==> config.mk <==
export PLATFORM = sky130hd
export DESIGN_NAME = irq_vector_ctrl
export DESIGN_NICKNAME = d
export VERILOG_FILES = /design/src/rtl/irq_pkg.sv /design/src/rtl/irq_edge_unit.sv /design/src/rtl/irq_flag_bank.sv /design/src/rtl/irq_priority_pick.sv /design/src/rtl/irq_vector_ctrl.sv
export SDC_FILE = /design/constraint.sdc
export NUM_CORES = 1
export LEC_CHECK = 0
export BUFFER_PORTS_ARGS = -buffer_cell sky130_fd_sc_hd__buf_2
export CAP_MARGIN = 10
export CORE_MARGIN = 1
export CORE_UTILIZATION = 36
export DETAILED_ROUTE_END_ITERATION = 10
export MAX_ROUTING_LAYER = met4
export SLEW_MARGIN = 40
export SYNTH_ARGS = -nofsm -noshare
export SYNTH_HDL_FRONTEND = slang
export SYNTH_SLANG_ARGS = --single-unit
export TNS_END_PERCENT = 100
==> constraint.sdc <==
create_clock -name clk -period 2.55 [get_ports clk]
set_clock_uncertainty 0.15 [all_clocks]
set_input_delay 0.1275 -clock clk [delete_from_list [all_inputs] [get_ports clk]]
set_output_delay 0.1275 -clock clk [all_outputs]
set_load 0.02 [all_outputs]
==> src/rtl/irq_pkg.sv <==
package irq_pkg;

  localparam int VEC_W    = 8;
  localparam int VEC_STEP = 4;

  typedef enum logic [1:0] {
    EDGE_OFF  = 2'b00,
    EDGE_RISE = 2'b01,
    EDGE_FALL = 2'b10,
    EDGE_BOTH = 2'b11
  } edge_mode_e;

  localparam logic [1:0] ADDR_FLAGS   = 2'd0;
  localparam logic [1:0] ADDR_ENABLES = 2'd1;
  localparam logic [1:0] ADDR_GIE     = 2'd2;

  // Vector of source idx: one step per source, starting one step above zero.
  function automatic logic [VEC_W-1:0] vector_of(input int idx);
    return VEC_W'((idx + 1) * VEC_STEP);
  endfunction

  // Does a pin transition match the selected edge mode?
  function automatic logic edge_hit(input logic now_v, input logic prev_v,
                                    input edge_mode_e mode);
    logic rise_v;
    logic fall_v;
    rise_v = now_v & ~prev_v;
    fall_v = ~now_v & prev_v;
    case (mode)
      EDGE_RISE: return rise_v;
      EDGE_FALL: return fall_v;
      EDGE_BOTH: return rise_v | fall_v;
      default:   return 1'b0;
    endcase
  endfunction

endpackage

==> src/rtl/irq_edge_unit.sv <==
module irq_edge_unit
  import irq_pkg::*;
(
  input  logic       clk,
  input  logic       rst_n,
  input  logic       pin,
  input  logic [1:0] mode,
  input  logic       strobe,
  output logic       pin_evt,
  output logic       strobe_rise
);

  logic pin_d;
  logic strobe_d;

  always_ff @(posedge clk) begin
    if (!rst_n) begin
      pin_d    <= 1'b0;
      strobe_d <= 1'b0;
    end else begin
      pin_d    <= pin;
      strobe_d <= strobe;
    end
  end

  assign pin_evt     = edge_hit(pin, pin_d, edge_mode_e'(mode));
  assign strobe_rise = strobe & ~strobe_d;

endmodule

==> src/rtl/irq_flag_bank.sv <==
module irq_flag_bank
  import irq_pkg::*;
#(
  parameter int NUM_SRC = 5
) (
  input  logic               clk,
  input  logic               rst_n,
  input  logic [NUM_SRC-1:0] set_vec,
  input  logic [NUM_SRC-1:0] ack_clr_vec,
  input  logic               ack_clr_gie,
  input  logic               wr_en,
  input  logic [1:0]         wr_addr,
  input  logic [NUM_SRC-1:0] wr_data,
  output logic [NUM_SRC-1:0] flag_q,
  output logic [NUM_SRC-1:0] en_q,
  output logic               gie_q
);

  logic wr_flags;
  logic wr_en_reg;
  logic wr_gie;

  assign wr_flags  = wr_en && (wr_addr == ADDR_FLAGS);
  assign wr_en_reg = wr_en && (wr_addr == ADDR_ENABLES);
  assign wr_gie    = wr_en && (wr_addr == ADDR_GIE);

  for (genvar i = 0; i < NUM_SRC; i++) begin : g_src
    logic base_v;
    always_comb begin
      base_v = wr_flags ? wr_data[i] : flag_q[i];
      if (ack_clr_vec[i]) base_v = 1'b0;
    end

    always_ff @(posedge clk) begin
      if (!rst_n) begin
        flag_q[i] <= 1'b0;
        en_q[i]   <= 1'b0;
      end else begin
        flag_q[i] <= base_v | set_vec[i];
        if (wr_en_reg) en_q[i] <= wr_data[i];
      end
    end
  end

  always_ff @(posedge clk) begin
    if (!rst_n) begin
      gie_q <= 1'b0;
    end else if (ack_clr_gie) begin
      gie_q <= 1'b0;
    end else if (wr_gie) begin
      gie_q <= wr_data[0];
    end
  end

endmodule

==> src/rtl/irq_priority_pick.sv <==
module irq_priority_pick #(
  parameter int NUM_SRC = 5,
  localparam int IDX_W  = (NUM_SRC > 1) ? $clog2(NUM_SRC) : 1
) (
  input  logic [NUM_SRC-1:0] req_vec,
  output logic [NUM_SRC-1:0] win_oh,
  output logic [IDX_W-1:0]   win_idx,
  output logic               any_req
);

  // Lowest index is the highest priority: scan from the top so it wins last.
  always_comb begin
    win_oh  = '0;
    win_idx = '0;
    any_req = 1'b0;
    for (int i = NUM_SRC - 1; i >= 0; i--) begin
      if (req_vec[i]) begin
        win_oh    = '0;
        win_oh[i] = 1'b1;
        win_idx   = IDX_W'(i);
        any_req   = 1'b1;
      end
    end
  end

endmodule

==> src/rtl/irq_vector_ctrl.sv <==
module irq_vector_ctrl
  import irq_pkg::*;
#(
  parameter int NUM_SRC = 5
) (
  input  logic               clk,
  input  logic               rst_n,
  input  logic               ext_pin,
  input  logic [1:0]         ext_edge_mode,
  input  logic [NUM_SRC-2:0] hw_evt,
  input  logic               phase_strobe,
  input  logic               stack_full,
  input  logic               reg_we,
  input  logic [1:0]         reg_addr,
  input  logic [NUM_SRC-1:0] reg_wdata,
  input  logic               call_ack,
  output logic               call_req,
  output logic [VEC_W-1:0]   call_vec,
  output logic [NUM_SRC-1:0] flag_o,
  output logic [NUM_SRC-1:0] enable_o,
  output logic               gie_o
);

  localparam int IDX_W = (NUM_SRC > 1) ? $clog2(NUM_SRC) : 1;

  // Named internal events
  logic               ext_evt;
  logic               strobe_rise;
  logic [NUM_SRC-1:0] set_vec;
  logic [NUM_SRC-1:0] eligible;
  logic [NUM_SRC-1:0] win_oh;
  logic [IDX_W-1:0]   win_idx;
  logic               any_req;
  logic               issue;
  logic               ack_take;
  logic               pending;
  logic [NUM_SRC-1:0] win_oh_q;
  logic [NUM_SRC-1:0] ack_clr_vec;

  irq_edge_unit u_edge (
    .clk         (clk),
    .rst_n       (rst_n),
    .pin         (ext_pin),
    .mode        (ext_edge_mode),
    .strobe      (phase_strobe),
    .pin_evt     (ext_evt),
    .strobe_rise (strobe_rise)
  );

  assign set_vec     = {hw_evt, ext_evt};
  assign ack_take    = pending & call_ack;
  assign ack_clr_vec = ack_take ? win_oh_q : '0;

  irq_flag_bank #(.NUM_SRC(NUM_SRC)) u_bank (
    .clk         (clk),
    .rst_n       (rst_n),
    .set_vec     (set_vec),
    .ack_clr_vec (ack_clr_vec),
    .ack_clr_gie (ack_take),
    .wr_en       (reg_we),
    .wr_addr     (reg_addr),
    .wr_data     (reg_wdata),
    .flag_q      (flag_o),
    .en_q        (enable_o),
    .gie_q       (gie_o)
  );

  assign eligible = flag_o & enable_o;

  irq_priority_pick #(.NUM_SRC(NUM_SRC)) u_pick (
    .req_vec (eligible),
    .win_oh  (win_oh),
    .win_idx (win_idx),
    .any_req (any_req)
  );

  assign issue = strobe_rise & gie_o & ~stack_full & ~pending & any_req;

  always_ff @(posedge clk) begin
    if (!rst_n) begin
      pending  <= 1'b0;
      call_req <= 1'b0;
      call_vec <= '0;
      win_oh_q <= '0;
    end else begin
      call_req <= issue;
      if (issue) begin
        pending  <= 1'b1;
        call_vec <= vector_of(int'(win_idx));
        win_oh_q <= win_oh;
      end else if (ack_take) begin
        pending  <= 1'b0;
      end
    end
  end

endmodule

==> results of run 1 <==
[layer usage]
layer | track usage (%) | up-vias | part of all wire, %
met3 | 3.28 | 2 | 5.2
met2 | 30.7 | 33 | 49
met5 | - | - | 0
met1 | 21.2 | 505 | 45
li1 | - | 549 | -
met4 | 7.14 | 0 | 0.75
[synth_stat cells, drive strengths merged (2+ instances only)]
cell type / n / share of area [%]
nor3: 2 / 0.84
a22oi: 2 / 2.1
mux2i: 12 / 10
nand3b: 2 / 1.3
ha: 3 / 3.2
nand3: 3 / 1.7
a21oi: 13 / 5.5
o21a: 7 / 4.4
nor2b: 2 / 1.7
nor2: 12 / 4.2
buf: 6 / 4.1
inv: 6 / 1.9
dfxtp: 24 / 41
clkbuf: 4 / 1.3
nand2: 5 / 1.6
and3: 2 / 1.1
and2: 4 / 2.3
nand4b: 2 / 1.5
o21ai: 6 / 2.5
[cell type report]
type	instances	area, um^2
Clock buffer	4	36.3
Sequential cell	24	480
Fill cell	315	1490
Timing Repair Buffer	54	365
Inverter	6	22.5
Multi-Input combinational cell	91	629
Tap cell	44	55.1
[layout by cell type (no fill, tap or decap), types with 5 or more instances in the layout]
cell type      count
buf_2             35
dfxtp_1           24
dlygate4sd3_1     19
a21oi_1           13
mux2i_1           12
nor2_1            10
o21a_1             7
inv_1              6
o21ai_0            6
nand2_1            5
[where the power goes]
| part | leakage [nW] | switching, W | internal (W) |
|---|---|---|---|
| clock | 0.0210 | 0.000112 | 0.0000872 |
| sequential | 0.196 | 0.0000148 | 0.000388 |
| combinational | 0.513 | 0.0000669 | 0.0000669 |
[critical path, cell delays in order, from the launching register on]
cell and delay, ns:
dfxtp_1 0.39, a22oi_2 0.30, and3_1 0.35, nor2_2 0.09
o21a_1 0.18, dlygate4sd3_1 0.54
[registers in the layout, indices dropped and copies added, names as in the netlist]
register         cells
u_edge.strobe_d      1
u_edge.pin_d         1
u_bank.en_q          5
call_vec             4
call_req             1
u_bank.gie_q         1
u_bank.flag_q        5
pending              1
win_oh_q             5
[how the worst min path moves through the flow]
stage            startpoint          endpoint  slack (ns)  depth (start not counted)
6_report         stack_full          call_req        0.12                          4
5_1_grt          stack_full          call_req        0.12                          4
4_1_cts          stack_full          call_req         0.1                          4
3_5_place_dp      hw_evt[2]  u_bank.flag_q[3]        0.19                          2
3_3_place_gp      hw_evt[2]  u_bank.flag_q[3]        0.19                          2
2_1_floorplan  phase_strobe   u_edge.strobe_d         0.1                          1
[cell families (layout without fill, tap and decap cells)]
| logic type | Yosys count | after routing | synth area share [%] |
|---|---|---|---|
| simple gates | 38 | 38 | 19.5 |
| compound gates | 34 | 34 | 19.0 |
| flops | 24 | 24 | 40.5 |
| buf+inv | 16 | 64 | 7.29 |
| mux | 12 | 12 | 10.1 |
| fa+ha+maj | 3 | 3 | 3.17 |
| other cells | 1 | 4 | 0.316 |
[stage by stage]
stage / area, um^2 / total power [W] / hold WS [ns] / cells / utilization, %
after global routing: 1590 / 0.000776 / 0.124 / 223 / 51.6
final: 1590 / 0.000736 / 0.117 / 223 / 51.6
after detailed placement: 1360 / 0.000520 / 0.194 / 200 / 44.3
after global placement: 1360 / 0.000518 / 0.187 / 200 / 44.3
after floorplan: 1200 / 0.000485 / 0.0992 / 131 / -
after CTS: 1590 / 0.000746 / 0.0952 / 223 / 51.6
==> flow_summary_export.csv, run 1 <==
group,metric,value,unit
yosys,async_flop_share,0,%
die,pin_count,40,
detailed_routing,drt_pass1_iterations,4,
clock_network,cts_sinks,24,
placed_design,place.port_buffers,35,
grt,overflow,0,
cells_and_area,final_nets,203,
die,core_area,0.00308,mm^2
placed_design,hpwl,2.00,mm
worst_setup_path,cp-start-kind,"register",
cells_and_area,diodes,0,
sta,fmax,473,MHz
grt,grt.total_usage,18.2,%
clock_network,clkSlewWorstSetupHoldPaths,0.13,ns
yosys,synth_area,0.00118,mm^2
worst_setup_path,required,2.61,ns
clock_network,clock_latency,0.31,ns
worst_setup_path,end_kind,"register",
power,ir_drop,0.198,mV
yosys,yosys_warnings,0,
yosys,synth_flop_cell,"dfxtp_1",
worst_setup_path,rr_worst_depth,5,
sta,finalWorstSetupSlack,0.435,ns
die,die_y,59.4,um
clock_network,cts_root_buffer,"clkbuf_4",
yosys,synth.distinct_cells,35,
die,dieArea,0.00352,mm^2
sta,rsz0062_at_grt,"false",
sta,finalCritPeriodShare,82.9,%
sta,fin_crit,2.11,ns
outcome,outcome,"finished, final reports clean",
worst_setup_path,worstReg2RegEnd,"pending",
worst_setup_path,r2r_start,"u_bank.flag_q[3]",
placed_design,gp_congestion,0.823,
detailed_routing,vias,1089,
detailed_routing,wirelength,2.79,mm
yosys,syn_avg_cell_area,9.26,um^2
clock_network,clockBufferDepth,2,
grt,grt_antenna_before_repair,0,
power,powerDensity,463,mW/mm^2
clock_network,post_cts_resized,0,
yosys,synth_edf_count,0,
power,p_leak,0.730,nW
detailed_routing,wl_per_cell,12.5,um
grt,grt_pass1_vias,1046,
die,die_x,59.4,um
clock_network,htree_levels,1,
grt,grt_pass1_wl,4.62,mm
worst_setup_path,crit_arrival,2.18,ns
detailed_routing,drtIter0Drc,20,
yosys,syn_inst,128,
cells_and_area,final_layout_size_suffix_gt1_share,27.4,%
placed_design,post-place-ws,0.897,ns
worst_setup_path,critical_path_class,"register to register",
clock_network,numCtsBuffers,3,
die,initial_utilization,38.5,%
sta,timing_hold_violations_final,0,
detailed_routing,ant_nets,0,
worst_setup_path,endpoint,"pending",
clock_network,cts_setup_buffers,0,
sta,setup_viol,0,
grt,grt_max_degree,15,
job,drv_cap,0,
detailed_routing,drc,0,
worst_hold_path,min_path_type,"primary input to register",
worst_setup_path,critPathLaunch,"u_bank.flag_q[3]",
die,rows,20,
cells_and_area,syn2layout_area_growth,34.1,%
yosys,ys_seq_elements,24,
worst_setup_path,ff2ff_setup_slack,0.44,ns
clock_network,hold_buffers,19,
worst_setup_path,path_max_fanout,7,
detailed_routing,avgViaCountPerCell,4.88,
sta,maxSlewViolCount,0,
yosys,yosysSeqAreaShare,40.5,%
clock_network,cts_tree,"yes",
sta,setup_tns,0,ns
No activity file was read; power rests on OpenSTA's default activity.
==> run 2: changes to the inputs <==
clock period = 2.08 ns   (was 2.55 ns; I/O delays follow)
==> run 2 against run 1 <==
Sequential share of layout area up 0.19 points. Via count down 0.18%. First-iteration DRC count rose by 30%. Highest routed layer unchanged. Routed wire length shrank 0.39%. Global-route usage is essentially flat. Clock power up 23%.
==> flow_summary_export.csv, run 2 (same netlist as run 1, synthesis figures left out) <==
group,metric,value,unit
grt,grt_max_degree,15,
die,initial_utilization,38.5,%
grt,grt_antenna_before_repair,0,
worst_setup_path,path_max_fanout,2,
worst_setup_path,critical_path_class,"primary input to register",
clock_network,clock_latency,0.31,ns
cells_and_area,multi_input_area,629,um^2
die,core_area,0.00308,mm^2
worst_setup_path,worstPathCellList,"dlygate4sd3_1, buf_2, inv_1, ha_1, inv_1, mux2i_1, a21oi_1, o21a_1, dlygate4sd3_1",
worst_setup_path,required,2.15,ns
grt,overflow,0,
cells_and_area,fin_cells,222,
die,die_y,59.4,um
detailed_routing,drc,0,
clock_network,cts_setup_buffers,0,
power,p_leak,0.723,nW
die,pin_count,40,
worst_setup_path,rr_worst_depth,6,
placed_design,gp_congestion,0.823,
detailed_routing,avgViaCountPerCell,4.90,
sta,setup_viol,0,
cells_and_area,final_nets,202,
cells_and_area,reg_top3,"u_bank.en_q: 5 flops, u_bank.flag_q: 5 flops, win_oh_q: 5 flops",
clock_network,clkSlewWorstSetupHoldPaths,0.13,ns
worst_hold_path,min_path_type,"primary input to register",
power,ir_drop,0.243,mV
cells_and_area,diodes,0,
power,powerDensity,571,mW/mm^2
worst_setup_path,cp-start-kind,"primary input",
detailed_routing,wl_per_cell,12.5,um
cells_and_area,layout_commonest_cell,"buf_2",
sta,fin_crit,1.92,ns
worst_setup_path,end_kind,"register",
clock_network,cts_tree,"yes",
sta,timing_hold_violations_final,0,
clock_network,post_cts_resized,0,
clock_network,cts_root_buffer,"clkbuf_4",
clock_network,clockBufferDepth,2,
clock_network,numCtsBuffers,3,
detailed_routing,drt_pass1_iterations,4,
cells_and_area,register_area,480,um^2
detailed_routing,vias,1087,
sta,maxSlewViolCount,0,
cells_and_area,final_layout_size_suffix_gt1_share,27.5,%
cells_and_area,fill_cells,316,
worst_setup_path,crit_arrival,1.99,ns
detailed_routing,ant_nets,0,
clock_network,htree_levels,1,
placed_design,place.port_buffers,35,
clock_network,cts_sinks,24,
sta,rsz0062_at_grt,"false",
cells_and_area,final_cell_mix,"buf_2, dfxtp_1, dlygate4sd3_1, a21oi_1, mux2i_1",
grt,grt_pass1_vias,1043,
sta,finalCritPeriodShare,92.3,%
die,die_x,59.4,um
placed_design,hpwl,2.00,mm
detailed_routing,wirelength,2.78,mm
outcome,outcome,"finished, final reports clean",
clock_network,hold_buffers,18,
die,dieArea,0.00352,mm^2
die,rows,20,
job,drv_cap,0,
worst_setup_path,critPathSlowestCell,"dlygate4sd3_1",
worst_hold_path,hold_depth,4,
sta,fmax,521,MHz
worst_setup_path,critPathMaxStageDelay,0.54,ns
grt,grt.total_usage,18.1,%
detailed_routing,drtIter0Drc,26,
sta,setup_tns,0,ns
grt,grt_pass1_wl,4.60,mm
cells_and_area,syn2layout_area_growth,33.3,%
placed_design,place_inst,200,
## run 2: cell types whose count changed in the layout (fill, tap and decap cells not counted)
cell	previous run	this run
dlygate4sd3_1	19	18
## run 2: critical path: cells and delay by family
kind | cells | cell delay [ns]
mux | 1 | 0.12
buf+inv | 5 | 1.24
fa+ha+maj | 1 | 0.27
compound gates | 2 | 0.24
## run 2: metrics by stage
step	hold WS [ns]	utilization (%)	setup slack (ns)	total power (W)	instance area [um^2]
after floorplan	0.0757	-	0.409	0.000595	1200
after global placement	0.163	44.3	0.504	0.000635	1360
after detailed placement	0.170	44.3	0.427	0.000638	1360
after CTS	0.0717	51.3	0.192	0.000915	1580
after global routing	0.100	51.3	0.0996	0.000952	1580
final	0.0930	51.3	0.161	0.000902	1580
## run 2: area by class of cell
| cell class | instances | area share, % |
|---|---|---|
| multi-input combinational | 91 | 39.9 |
| timing repair buffer | 53 | 22.5 |
| tap | 44 | 3.49 |
| sequential | 24 | 30.4 |
| inverter | 6 | 1.43 |
| clock buffer | 4 | 2.30 |
## run 2: path summary, 6_finish.rpt
| check | start | end | slack [ns] |
|---|---|---|---|
| max | ext_pin | u_bank.flag_q[0] | 0.16 |
| min | stack_full | call_req | 0.09 |
| max reg2reg | u_edge.pin_d | u_bank.flag_q[0] | 0.29 |
| min reg2reg | call_vec[5] | call_vec[5] | 0.29 |
## run 2: where the power goes
group          total, W  switching, W  internal [W]
Clock          0.000244      0.000137      0.000107
Sequential     0.000494     0.0000181      0.000476
Combinational  0.000164     0.0000820     0.0000820
## run 2: per-layer routing
layer | vias up | wire length, um | track usage [%]
met5 | - | 0 | -
met2 | 30 | 1370 | 30.7
met1 | 508 | 1260 | 21.1
met3 | 2 | 127 | 3.28
li1 | 547 | - | -
met4 | 0 | 21 | 7.14
